### src/rtl/tsg_pkg.sv
`timescale 1ns/1ps
package tsg_pkg;
  localparam int unsigned TSG_CNT_W = 5;

  typedef struct packed {
    logic strobe;
    logic cntoff;
    logic done;
  } tsg_flags_t;
endpackage

### src/rtl/tsg_counter.sv
`timescale 1ns/1ps
module tsg_counter #(
  parameter int unsigned CNT_W = 5
) (
  input  logic             clk_i,
  input  logic             rst_ni,
  input  logic             start_i,
  input  logic             end_i,
  output logic [CNT_W-1:0] cnt_o,
  output logic             busy_o
);
  localparam logic [CNT_W-1:0] ONE = CNT_W'(1);

  logic [CNT_W-1:0] cnt_q;
  logic             busy_q;

  always_ff @(posedge clk_i or negedge rst_ni) begin
    if (!rst_ni) begin
      cnt_q  <= '0;
      busy_q <= 1'b0;
    end else if (!busy_q) begin
      if (start_i) begin
        busy_q <= 1'b1;
        cnt_q  <= '0;
      end
    end else if (end_i) begin
      busy_q <= 1'b0;
      cnt_q  <= '0;
    end else begin
      cnt_q <= cnt_q + ONE;
    end
  end

  assign cnt_o  = cnt_q;
  assign busy_o = busy_q;
endmodule

### src/rtl/tsg_decode.sv
`timescale 1ns/1ps
module tsg_decode
  import tsg_pkg::*;
#(
  parameter int unsigned CNT_W     = 5,
  parameter int unsigned STROBE_LO = 3,
  parameter int unsigned STROBE_HI = 13,
  parameter int unsigned CNTOFF_AT = 12,
  parameter int unsigned DONE_AT   = 15
) (
  input  logic [CNT_W-1:0] cnt_i,
  input  logic             busy_i,
  output tsg_flags_t       flags_o
);
  localparam logic [CNT_W-1:0] LO_C  = CNT_W'(STROBE_LO);
  localparam logic [CNT_W-1:0] HI_C  = CNT_W'(STROBE_HI);
  localparam logic [CNT_W-1:0] CO_C  = CNT_W'(CNTOFF_AT);
  localparam logic [CNT_W-1:0] END_C = CNT_W'(DONE_AT);
  localparam int unsigned      MAX_V = (1 << CNT_W) - 1;

  logic lo_ok, hi_ok;

  // skip compares that are always true, keeps the window a plain range
  generate
    if (STROBE_LO == 0) begin : g_lo_open
      assign lo_ok = 1'b1;
    end else begin : g_lo_cmp
      assign lo_ok = (cnt_i >= LO_C);
    end
    if (STROBE_HI >= MAX_V) begin : g_hi_open
      assign hi_ok = 1'b1;
    end else begin : g_hi_cmp
      assign hi_ok = (cnt_i <= HI_C);
    end
  endgenerate

  always_comb begin
    flags_o.strobe = busy_i && lo_ok && hi_ok;
    flags_o.cntoff = busy_i && (cnt_i == CO_C);
    flags_o.done   = busy_i && (cnt_i == END_C);
  end
endmodule

### src/rtl/tag_strobe_gen.sv
`timescale 1ns/1ps
module tag_strobe_gen
  import tsg_pkg::*;
#(
  parameter int unsigned CNT_W     = TSG_CNT_W,
  parameter int unsigned STROBE_LO = 3,
  parameter int unsigned STROBE_HI = 13,
  parameter int unsigned CNTOFF_AT = 12,
  parameter int unsigned DONE_AT   = 15
) (
  input  logic clk_i,
  input  logic rst_ni,
  input  logic start_i,
  output logic tag_strobe_o,
  output logic count_off_o,
  output logic done_o
);
  localparam logic [CNT_W-1:0] LO_C = CNT_W'(STROBE_LO);

  logic [CNT_W-1:0] cnt;
  logic             busy;
  tsg_flags_t       flags;

  tsg_counter #(.CNT_W(CNT_W)) u_cnt (
    .clk_i  (clk_i),
    .rst_ni (rst_ni),
    .start_i(start_i),
    .end_i  (flags.done),
    .cnt_o  (cnt),
    .busy_o (busy)
  );

  tsg_decode #(
    .CNT_W    (CNT_W),
    .STROBE_LO(STROBE_LO),
    .STROBE_HI(STROBE_HI),
    .CNTOFF_AT(CNTOFF_AT),
    .DONE_AT  (DONE_AT)
  ) u_dec (
    .cnt_i  (cnt),
    .busy_i (busy),
    .flags_o(flags)
  );

  assign tag_strobe_o = flags.strobe;
  assign count_off_o  = flags.cntoff;
  assign done_o       = flags.done;

  a_r2_launch: assert property (@(posedge clk_i) disable iff (!rst_ni)
    !busy && start_i |=> busy && cnt == '0);

  a_r2_count_step: assert property (@(posedge clk_i) disable iff (!rst_ni)
    busy && !done_o |=> busy && cnt == CNT_W'($past(cnt) + 1'b1));

  a_r3_strobe_opens: assert property (@(posedge clk_i) disable iff (!rst_ni)
    $rose(tag_strobe_o) |-> cnt == LO_C);

  a_r4_cntoff_in_window: assert property (@(posedge clk_i) disable iff (!rst_ni)
    count_off_o |-> tag_strobe_o);

  a_r5_done_strobe_low: assert property (@(posedge clk_i) disable iff (!rst_ni)
    done_o |-> !tag_strobe_o);

  a_r6_idle_after_done: assert property (@(posedge clk_i) disable iff (!rst_ni)
    done_o |=> !busy && !done_o);

  a_r6_idle_quiet: assert property (@(posedge clk_i) disable iff (!rst_ni)
    !busy |-> !(tag_strobe_o || count_off_o || done_o));

  a_r7_start_ignored: assert property (@(posedge clk_i) disable iff (!rst_ni)
    busy && !done_o && start_i |=> cnt != '0);
endmodule

### config.mk
export PLATFORM = sky130hd
export DESIGN_NAME = tag_strobe_gen
export DESIGN_NICKNAME = d
export VERILOG_FILES = /design/src/rtl/tsg_pkg.sv /design/src/rtl/tsg_counter.sv /design/src/rtl/tsg_decode.sv /design/src/rtl/tag_strobe_gen.sv
export SDC_FILE = /design/constraint.sdc
export NUM_CORES = 1
export LEC_CHECK = 0
export ABC_CLOCK_PERIOD_IN_PS = 1100
export BUFFER_PORTS_ARGS = -buffer_cell sky130_fd_sc_hd__clkbuf_2
export CORE_AREA = 2 2 39 41
export DETAILED_ROUTE_END_ITERATION = 10
export DIE_AREA = 0 0 41 43
export PLACE_DENSITY_LB_ADDON = 0.3
export SKIP_LAST_GASP = 1
export SLEW_MARGIN = 20
export SYNTH_ARGS = -nofsm -noshare
export SYNTH_HDL_FRONTEND = slang
export SYNTH_SLANG_ARGS = --single-unit
### constraint.sdc
create_clock -name clk_i -period 1.1 [get_ports clk_i]
set_input_delay 0 -clock clk_i [delete_from_list [all_inputs] [get_ports clk_i]]
set_output_delay 0 -clock clk_i [all_outputs]
set_load 0.02 [all_outputs]
==> Yosys cells after proc, flatten, opt, wreduce, memory -nomap -nowiden <==
Cells that the tools add are included.
{ "op_classes": {"addsub": 1, "reduce_logical": 5, "n_eq_ne": 2, "n_mux": 6, "magnitude_cmp": 2} }
{ "ops": {"columns": ["operator", "n"], "rows": [
  ["2-to-1 mux 5 bit", 3],
  ["equality test 5 x 4 -> 1 bit, second input constant", 2],
  ["adder 5 x 1 -> 5 bit, second input constant", 1],
  [">= comparator 5 x 2 -> 1 bit, second input constant", 1],
  ["<= comparator 5 x 4 -> 1 bit, second input constant", 1],
  ["logical AND 1 bit", 4],
  ["2-to-1 mux 1 bit", 3],
  ["nonzero test 2 bit", 1]
]} }
{ "totals": {"regBits": 6, "inputBits": 3, "elab_cells": 18} }

==> Longest topological paths before layout <==
Gate-level depths: netlist of the first run.
{ "logic_depth": {"ltp_word": 4, "mapped_depth": 4} }

==> By module <==
From an unflattened synthesis of the first run, not the netlist that was laid out.
{ "unflattened": {"cells_unflattened": 34, "hier_area_um2": 315.3} }
{ "by_module_without_submodules": {"columns": ["module", "area_each_um2", "instances", "cells_per_inst"], "rows": [
  ["tsg_counter", 271.5, 1, 27],
  ["tsg_decode", 43.8, 1, 7]
]} }

==> Least setup slack after synthesis of the first run <==
Ideal clock, no wire load.
{ "synth_path": {"path_kind": "reg2reg", "startpoint": "register u_cnt.cnt_q[0] (netlist: u_cnt.cnt_o[0])", "endpoint": "register u_cnt.busy_q (netlist: u_cnt.busy_o)", "path_buffers": 0, "arrival_ns": 1.136, "stages_incl_launch_ff": 5, "period_less_slack_ns": 1.273, "setup_slack_ns": -0.173, "path_cell_list": "dfrtp_1 ha_1 nand3_2 nor2_1 nor2_1"} }
{ "synth_via": {"elab_chain_len": 4} }
{ "synth_lines": {"columns": ["item", "line", "text"], "rows": [
  ["from (decl)", "tsg_counter.sv:14", "logic [CNT_W-1:0] cnt_q;"],
  ["from (signal assigned)", "tsg_counter.sv:30", "cnt_q <= cnt_q + ONE;"],
  ["equality test 5 x 4 -> 1 bit", "tsg_decode.sv:40", "flags_o.done = busy_i && (cnt_i == END_C);"],
  ["logical AND 1 bit", "tsg_decode.sv:40", null],
  ["named net done_o", "tag_strobe_gen.sv:16", "output logic done_o"],
  ["2-to-1 mux 1 bit", "tsg_counter.sv:26", "end else if (end_i) begin"],
  ["2-to-1 mux 1 bit", "tsg_counter.sv:21", "end else if (!busy_q) begin"],
  ["to (signal assigned)", "tsg_counter.sv:20", "busy_q <= 1'b0;"],
  ["to (signal assigned)", "tsg_counter.sv:23", "busy_q <= 1'b1;"],
  ["to (signal assigned)", "tsg_counter.sv:27", "busy_q <= 1'b0;"],
  ["to (decl)", "tsg_counter.sv:15", "logic busy_q;"]
]} }
The timed path passes the listed nets, and every way through them passes these cells.
A chain may end at the register's enable or synchronous reset.

==> Final worst setup path of the first run <==
{ "layout_path": {"startpoint": "register u_cnt.cnt_q[0] (netlist: u_cnt.cnt_o[0])", "endpoint": "output tag_strobe_o"} }
{ "layout_via": {"elab_chain_len": 3, "word_cells_on_any_way": 4} }
{ "layout_lines": {"columns": ["item", "line", "text"], "rows": [
  [">= comparator 5 x 2 -> 1 bit", "tsg_decode.sv:28", "assign lo_ok = (cnt_i >= LO_C);"],
  ["logical AND 1 bit", "tsg_decode.sv:38", "flags_o.strobe = busy_i && lo_ok && hi_ok;"],
  ["logical AND 1 bit (*)", "tsg_decode.sv:38", null],
  ["to (decl)", "tag_strobe_gen.sv:14", "output logic tag_strobe_o,"]
]} }
Every way passes the cells marked *; elsewhere a longest branch is shown, timed or not.

==> key figures, run 1 <==
Setup path
  – WP data required: 1.10 ns
  – CP top delay family: flip-flops
  – Maximum fanout along the worst path: 4
  – WS Path Type: reg -> out
  – Setup crit start kind: flop
  – CP Buf/Inv Count: 1
  – CP Capture Type: output pin
  – Critical path cell sequence: ha_2, a2111oi_4, nor3_2, buf_4
  – Crit path DAT: 1.35 ns
  – Worst-case reg-to-reg path depth: 4
  – Slowest stage cell, crit path: dfrtp_2
  – Largest stage delay on the critical path: 0.44 ns
  – Total stage count of the critical path: 4

Power and ir drop
  – Leakage: 0.244 nW
  – PwrDens: 2940 mW/mm2
  – Worst IR drop on VDD: 1380 uV
  – Total power: 1.68 mW

Die
  – I/O Pins: 6
  – Initial core utilization: 25.0%
  – Die footprint: 0.00176 mm2
  – Core Footprint: 0.00138 mm2
  – Chip Height: 43 um
  – Row count: 14
  – Die X: 41 um

Yosys
  – Cell taking the most area after synthesis: dfrtp_1
  – Syn_nets: 44
  – Seq/Total Area, Yosys: 43.3%
  – Synth warn: 0
  – Syn Area/Cell: 9.12 um2
  – Synth unique cells: 17
  – Synth top area share: 43.3%
  – Yosys reg bits: 6
  – Syn Inst Count: 38
  – Area contributors post-synth: dfrtp_1, ha_1, o21ai_1, nand2_1, xor2_1
  – Mapped cell area: 347 um2

Clocking
  – Worst-skew pair later-pin latency: 0.24 ns
  – Num CTS Buffers: 3
  – H-Tree Depth: 1
  – Clock tree buffer depth: 2
  – Clk sinks: 6
  – Clock Pin Slew Worst Setup and Hold Paths: 0.05 ns
  – Root buffer cell: clkbuf_4
  – TritonCTS clock tree: built

Worst hold path
  – Hold Crit Class: in -> async

GRT
  – GRT overflow: 0
  – Vias in the first global route: 312
  – Pin count of the biggest net entering global routing: 7
  – Initial antenna violation count: 0
  – First-pass GRT wire length: 1210 um
  – Total track usage: 11.0%

Timing
  – Clk_skew: 0.00162 ns
  – Least-Margin Pin Slew: 0.267 ns
  – Final hold vios: 0
  – Slew Viols, Final: 0
  – Setup Viol. Count Final: 8
  – Setup slack after layout: -0.254 ns
  – Slew HR: 82.2%
  – RSZ-0062 raised after global routing: yes
  – Fmax: 739 MHz
  – Period utilization: 123%
  – Fin crit period: 1.35 ns

Finish
  – Number of fillers in the final layout: 145
  – Final-stage net count: 63
  – Diodes inserted: 0
  – Area grow syn2layout: 64.6%
  – Non-filler instance count after layout: 71
  – Final core utilization: 41.2%
  – Share of post-route cells with drive strength above 1: 54.5%

Detailed routing
  – Iteration-0 DRC Markers: 6
  – Vias/cell: 4.48
  – Via count: 318
  – Antenna-violating nets left: 0
  – DRC Markers: 0
  – Iteration count of the initial detailed-routing pass: 3
  – Wirelength per Cell: 10.9 um
  – WL final: 774 um

Placed design
  – Input/output buffers: 5
  – RD Place Congestion: 0.702
  – Placed cells: 65
  – Post-DP HPWL: 547 um

Run
  – Max_cap viols: 0

Outcome
  – Failing checks: negative setup slack
  – Status: finished with violations
-- placed cells by master, fill, tap and decap left out, drive strengths merged --
| master | synthesis | routed |
|---|---|---|
| buf | 0 | 9 |
| dfrtp | 6 | 6 |
| clkbuf | 0 | 6 |
| nand2 | 5 | 5 |
| o21ai | 5 | 5 |
| inv | 4 | 4 |
| ha | 3 | 3 |
| nor2 | 3 | 3 |
| nand2b | 2 | 2 |
| nor3 | 2 | 2 |
| xor2 | 2 | 2 |
| dlygate4sd3 | 0 | 2 |
| nand3 | 2 | 2 |
| a211oi | 1 | 1 |
| a2111oi | 1 | 1 |
| a21oi | 1 | 1 |
| nor2b | 1 | 1 |
-- through the flow --
step                area [um2]  hold slack, ns  setup WS, ns  setup TNS [ns]
floorplan                  365          -0.296       -0.0250         -0.0559
global placement           455          -0.164       -0.0882          -0.292
detailed placement         455          -0.163        -0.127          -0.313
CTS                        549           0.112        -0.253           -1.06
global route               571           0.130        -0.312           -1.56
finish                     571           0.125        -0.254           -1.03
-- cell usage after synthesis --
| library cell | number |
|---|---|
| inv_1 | 4 |
| a21oi_1 | 1 |
| a2111oi_0 | 1 |
| nor2_2 | 1 |
| ha_1 | 3 |
| o21ai_1 | 4 |
| nand3_1 | 1 |
| nand3_2 | 1 |
| nor2_1 | 2 |
| xor2_1 | 2 |
| o21ai_2 | 1 |
| nand2_1 | 5 |
| nor2b_1 | 1 |
| nor3_1 | 2 |
| dfrtp_1 | 6 |
| nand2b_1 | 2 |
| a211oi_1 | 1 |
-- report_power, final --
group	internal, mW	switching [mW]
Clock	0.124	0.0815
Sequential	0.322	0.157
Combinational	0.520	0.472
-- registers in the layout, summed over array words and instances, names as in the netlist --
signal and flops:
u_cnt.cnt_o 5, u_cnt.busy_o 1
-- what timing repair did --
item	CTS	global route
setup buffers	0	1
setup endpoints to repair	7	9
pin swaps	2	2
hold endpoints to repair	7	0
gates resized for setup	13	5
hold buffers	2	0
-- cells by family after synthesis --
family / share of synthesized area [%]
AOI/OAI and AO/OA: 14.4
xor gates and xnor gates: 5.06
adders and majority gates: 10.8
buffers and inverters: 4.33
DFF: 43.3
and+or+nand+nor: 22.0
-- layer usage --
layer | GRT usage (%) | part of all wire (%) | up-vias
met1 | 12.8 | 49 | 144
met4 | 12.0 | 5.6 | 0
met5 | 0 | 0 | -
li1 | - | - | 164
met2 | 14.4 | 43 | 6
met3 | 3.14 | 1.8 | 4
-- cell type report --
| class | count | area [um2] | area share (%) |
|---|---|---|---|
| Clock buffer | 3 | 22.5 | 3.95 |
| Inverter | 4 | 15.0 | 2.63 |
| Multi-Input combinational cell | 28 | 250 | 43.9 |
| Sequential cell | 6 | 153 | 26.8 |
| Tap cell | 16 | 20.0 | 3.51 |
| Timing Repair Buffer | 14 | 110 | 19.3 |
-- final timing paths --
| path | end | slack (ns) | start |
|---|---|---|---|
| hold / removal | u_cnt.cnt_o[3] | 0.13 | rst_ni |
| setup reg to reg | u_cnt.cnt_o[3] | -0.09 | u_cnt.cnt_o[1] |
| setup / recovery | tag_strobe_o | -0.25 | u_cnt.cnt_o[0] |
| hold reg to reg | u_cnt.cnt_o[4] | 0.55 | u_cnt.cnt_o[4] |
| min in group clk_i | u_cnt.cnt_o[2] | 0.51 | start_i |
| max in group asynchronous | u_cnt.cnt_o[0] | 0.81 | rst_ni |
(Power assumes the default switching activity.)
==> run 2, diff against run 1 <==
- SYNTH_HIERARCHICAL: not set -> 1
==> run 2 against run 1 <==
  * The run still ends with negative setup slack left
  * Clock skew grew 0.0016 ns
  * Maximum frequency increased by 6.4%
  * Clock power decreased by 2%
  * Wire length rose by 26%
  * Sequential share of layout area shrank 1.8 points
  * Cell area up 7.2%
  * Cell count is 5.6% higher
==> key figures, run 2 <==
Outcome
  – Status: finished with violations
  – Failing checks: negative setup slack

Detailed routing
  – WL final: 978 um (+26%)
  – Antenna-violating nets left: 0 (unchanged)
  – Via count: 350 (+10%)
  – Wirelength per Cell: 13.0 um (+20%)
  – DRC Markers: 0 (unchanged)
  – Iteration count of the initial detailed-routing pass: 2 (-1)
  – Vias/cell: 4.67 (+4.2%)
  – Iteration-0 DRC Markers: 2 (-4)

Run
  – Max_cap viols: 0 (unchanged)

Finish
  – Largest register FFs: 5 (unchanged)
  – Area grow syn2layout: 94.0%
  – Commonest cells after routing, fill and taps aside: buf_4, buf_6, nand2_1, dfrtp_1
  – Design area: 612 um2 (+7.2%)
  – Final core utilization: 44.2% (+3.0 points)
  – Final-stage net count: 65 (+3.2%)
  – Non-filler instance count after layout: 75 (+5.6%)
  – Diodes inserted: 0 (unchanged)
  – Share of post-route cells with drive strength above 1: 61.0% (+6.5 points)
  – Number of fillers in the final layout: 137 (-5.5%)

Placed design
  – Input/output buffers: 5 (unchanged)
  – Placed cells: 62 (-4.6%)
  – Placed inst area: 425 um2 (-6.6%)
  – RD Place Congestion: 0.731 (+4.1%)
  – Post-DP HPWL: 513 um (-6.2%)

Timing
  – Fmax: 786 MHz (+6.4%)
  – Period utilization: 116% (-7.4 points)
  – Final TNS setup: -1.06 ns (-0.0245 ns)
  – Least-Margin Pin Slew: 0.274 ns (+0.00744 ns)
  – Setup Viol. Count Final: 9 (+1)
  – Final hold vios: 0 (unchanged)
  – Slew HR: 81.6% (-0.56 points)
  – Fin crit period: 1.27 ns (-0.0814 ns)
  – Setup slack after layout: -0.172 ns (+0.0814 ns)
  – Slew Viols, Final: 0 (unchanged)
  – RSZ-0062 raised after global routing: yes
  – Clk_skew: 0.00326 ns (+0.00165 ns)

Power and ir drop
  – Worst IR drop on VDD: 1160 uV (-16%)
  – Total power: 1.86 mW (+11%)
  – Leakage: 0.267 nW (+9.5%)
  – PwrDens: 3050 mW/mm2 (+3.7%)

GRT
  – Vias in the first global route: 336 (+7.7%)
  – First-pass GRT wire length: 1420 um (+18%)
  – Initial antenna violation count: 0 (unchanged)
  – Pin count of the biggest net entering global routing: 8 (+1)
  – Total track usage: 13.2% (+2.2 points)
  – GRT overflow: 0 (unchanged)

Yosys
  – Seq/Total Area, Yosys: 47.6% (+4.3 points)
  – Commonest cells in the netlist: dfrtp_1, nand2_1, nand3_1, o21ai_0
  – Synth unique cells: 17 (unchanged)
  – Post-synth EDFFs: 0 (unchanged)
  – Synth warn: 6 (+6)
  – Syn Inst Count: 34 (-11%)
  – Syn_nets: 38 (-14%)
  – Syn Area/Cell: 9.27 um2 (+1.7%)
  – Area contributors post-synth: dfrtp_1, nand2_1, xor2_1, nand3_1, o21ai_0
  – Mapped cell area: 315 um2 (-9.0%)
  – Most used DFF post-synth: dfrtp_1
  – FFs w/ async S/R, synth: 100% (unchanged)
  – Synth top area share: 47.6% (+4.3 points)
  – Yosys reg bits: 6 (unchanged)
  – Count leader, synth: dfrtp_1
  – Cell taking the most area after synthesis: dfrtp_1

Clocking
  – Root buffer cell: clkbuf_4
  – Clock tree buffer depth: 2 (unchanged)
  – H-Tree Depth: 1 (unchanged)
  – Clk sinks: 6 (unchanged)
  – TritonCTS clock tree: built
  – Worst-skew pair later-pin latency: 0.24 ns (about the same)
  – Clock Pin Slew Worst Setup and Hold Paths: 0.04 ns (about the same)
  – Num CTS Buffers: 3 (unchanged)

Setup path
  – Setup crit start kind: flop
  – WP data required: 1.23 ns (+0.13 ns)
  – Maximum fanout along the worst path: 6 (+2)
  – CP Capture Type: flop
  – WS Path Type: reg -> reg
  – Crit path DAT: 1.40 ns (+0.05 ns)

Die
  – Die footprint: 0.00176 mm2 (unchanged)
  – Core Footprint: 0.00138 mm2 (unchanged)
  – Die X: 41 um (unchanged)
  – Initial core utilization: 22.8% (-2.3 points)
  – I/O Pins: 6 (unchanged)
  – Chip Height: 43 um (unchanged)
  – Row count: 14 (unchanged)

Worst hold path
  – Hold Crit Class: in -> async
-- run 2: logic make-up (layout without fill, tap and decap cells) --
kind of cell / Yosys count / count (layout) / share of synthesized area (%)
buf+inv: 2 / 27 / 2.38
xor+xnor: 2 / 2 / 5.56
simple gates: 15 / 15 / 25.4
compound gates: 8 / 8 / 15.1
fa+ha+maj: 1 / 1 / 3.97
flops: 6 / 6 / 47.6
-- run 2: per-stage QoR --
stage	hold slack (ns)	setup slack (ns)
2_1_floorplan	-0.296	-0.208
3_3_place_gp	-0.160	-0.109
3_5_place_dp	-0.161	-0.133
4_1_cts	0.113	-0.163
5_1_grt	0.109	-0.248
6_report	0.120	-0.172
-- run 2: routing by layer --
| layer | track usage (%) | vias to the layer above | share of wire (%) |
|---|---|---|---|
| li1 | - | 173 | - |
| met3 | 4.71 | 2 | 2.5 |
| met4 | 12.0 | 0 | 1.0 |
| met2 | 19.1 | 4 | 55 |
| met1 | 14.1 | 171 | 42 |
| met5 | 0 | - | 0 |
-- run 2: path summary, 6_finish.rpt --
check / start / endpoint / slack [ns] / cells after the start
max in group asynchronous: rst_ni / u_cnt/cnt_o[0] / 0.81 / 2
worst max-delay path: u_cnt/cnt_o[4] / u_cnt/cnt_o[2] / -0.17 / 5
worst max register to register: u_cnt/cnt_o[4] / u_cnt/cnt_o[2] / -0.17 / 5
worst min-delay path: rst_ni / u_cnt/cnt_o[3] / 0.12 / 2
worst min register to register: u_cnt/busy_o / u_cnt/busy_o / 0.60 / 2
min in group clk_i: start_i / u_cnt/busy_o / 0.58 / 4
-- run 2: critical path: stages, from the launching register on --
cell	delay [ns]
dfrtp_1	0.38
nand4b_1	0.25
nor2_4	0.14
nand2b_4	0.18
o22ai_2	0.08
o2bb2ai_1	0.12
-- run 2: timing repair --
item,CTS,global route
setup endpoints to repair,9,9
hold endpoints to repair,7,0
setup buffers,4,4
gates cloned,0,0
hold buffers,2,0
gates resized for setup,14,13
pin swaps,3,2
-- run 2: final cells by class --
cell class	count	area, um2	share of cell area [%]
Tap cell	16	20.0	3.27
Clock buffer	3	22.5	3.68
Multi-Input combinational cell	26	209	34.2
Inverter	2	7.51	1.23
Timing Repair Buffer	22	200	32.7
Sequential cell	6	153	24.9
-- run 2: power breakdown --
group,switching (mW),total (mW),internal (mW)
Clock,0.0772,0.200,0.123
Combinational,0.532,1.22,0.686
Sequential,0.112,0.446,0.334
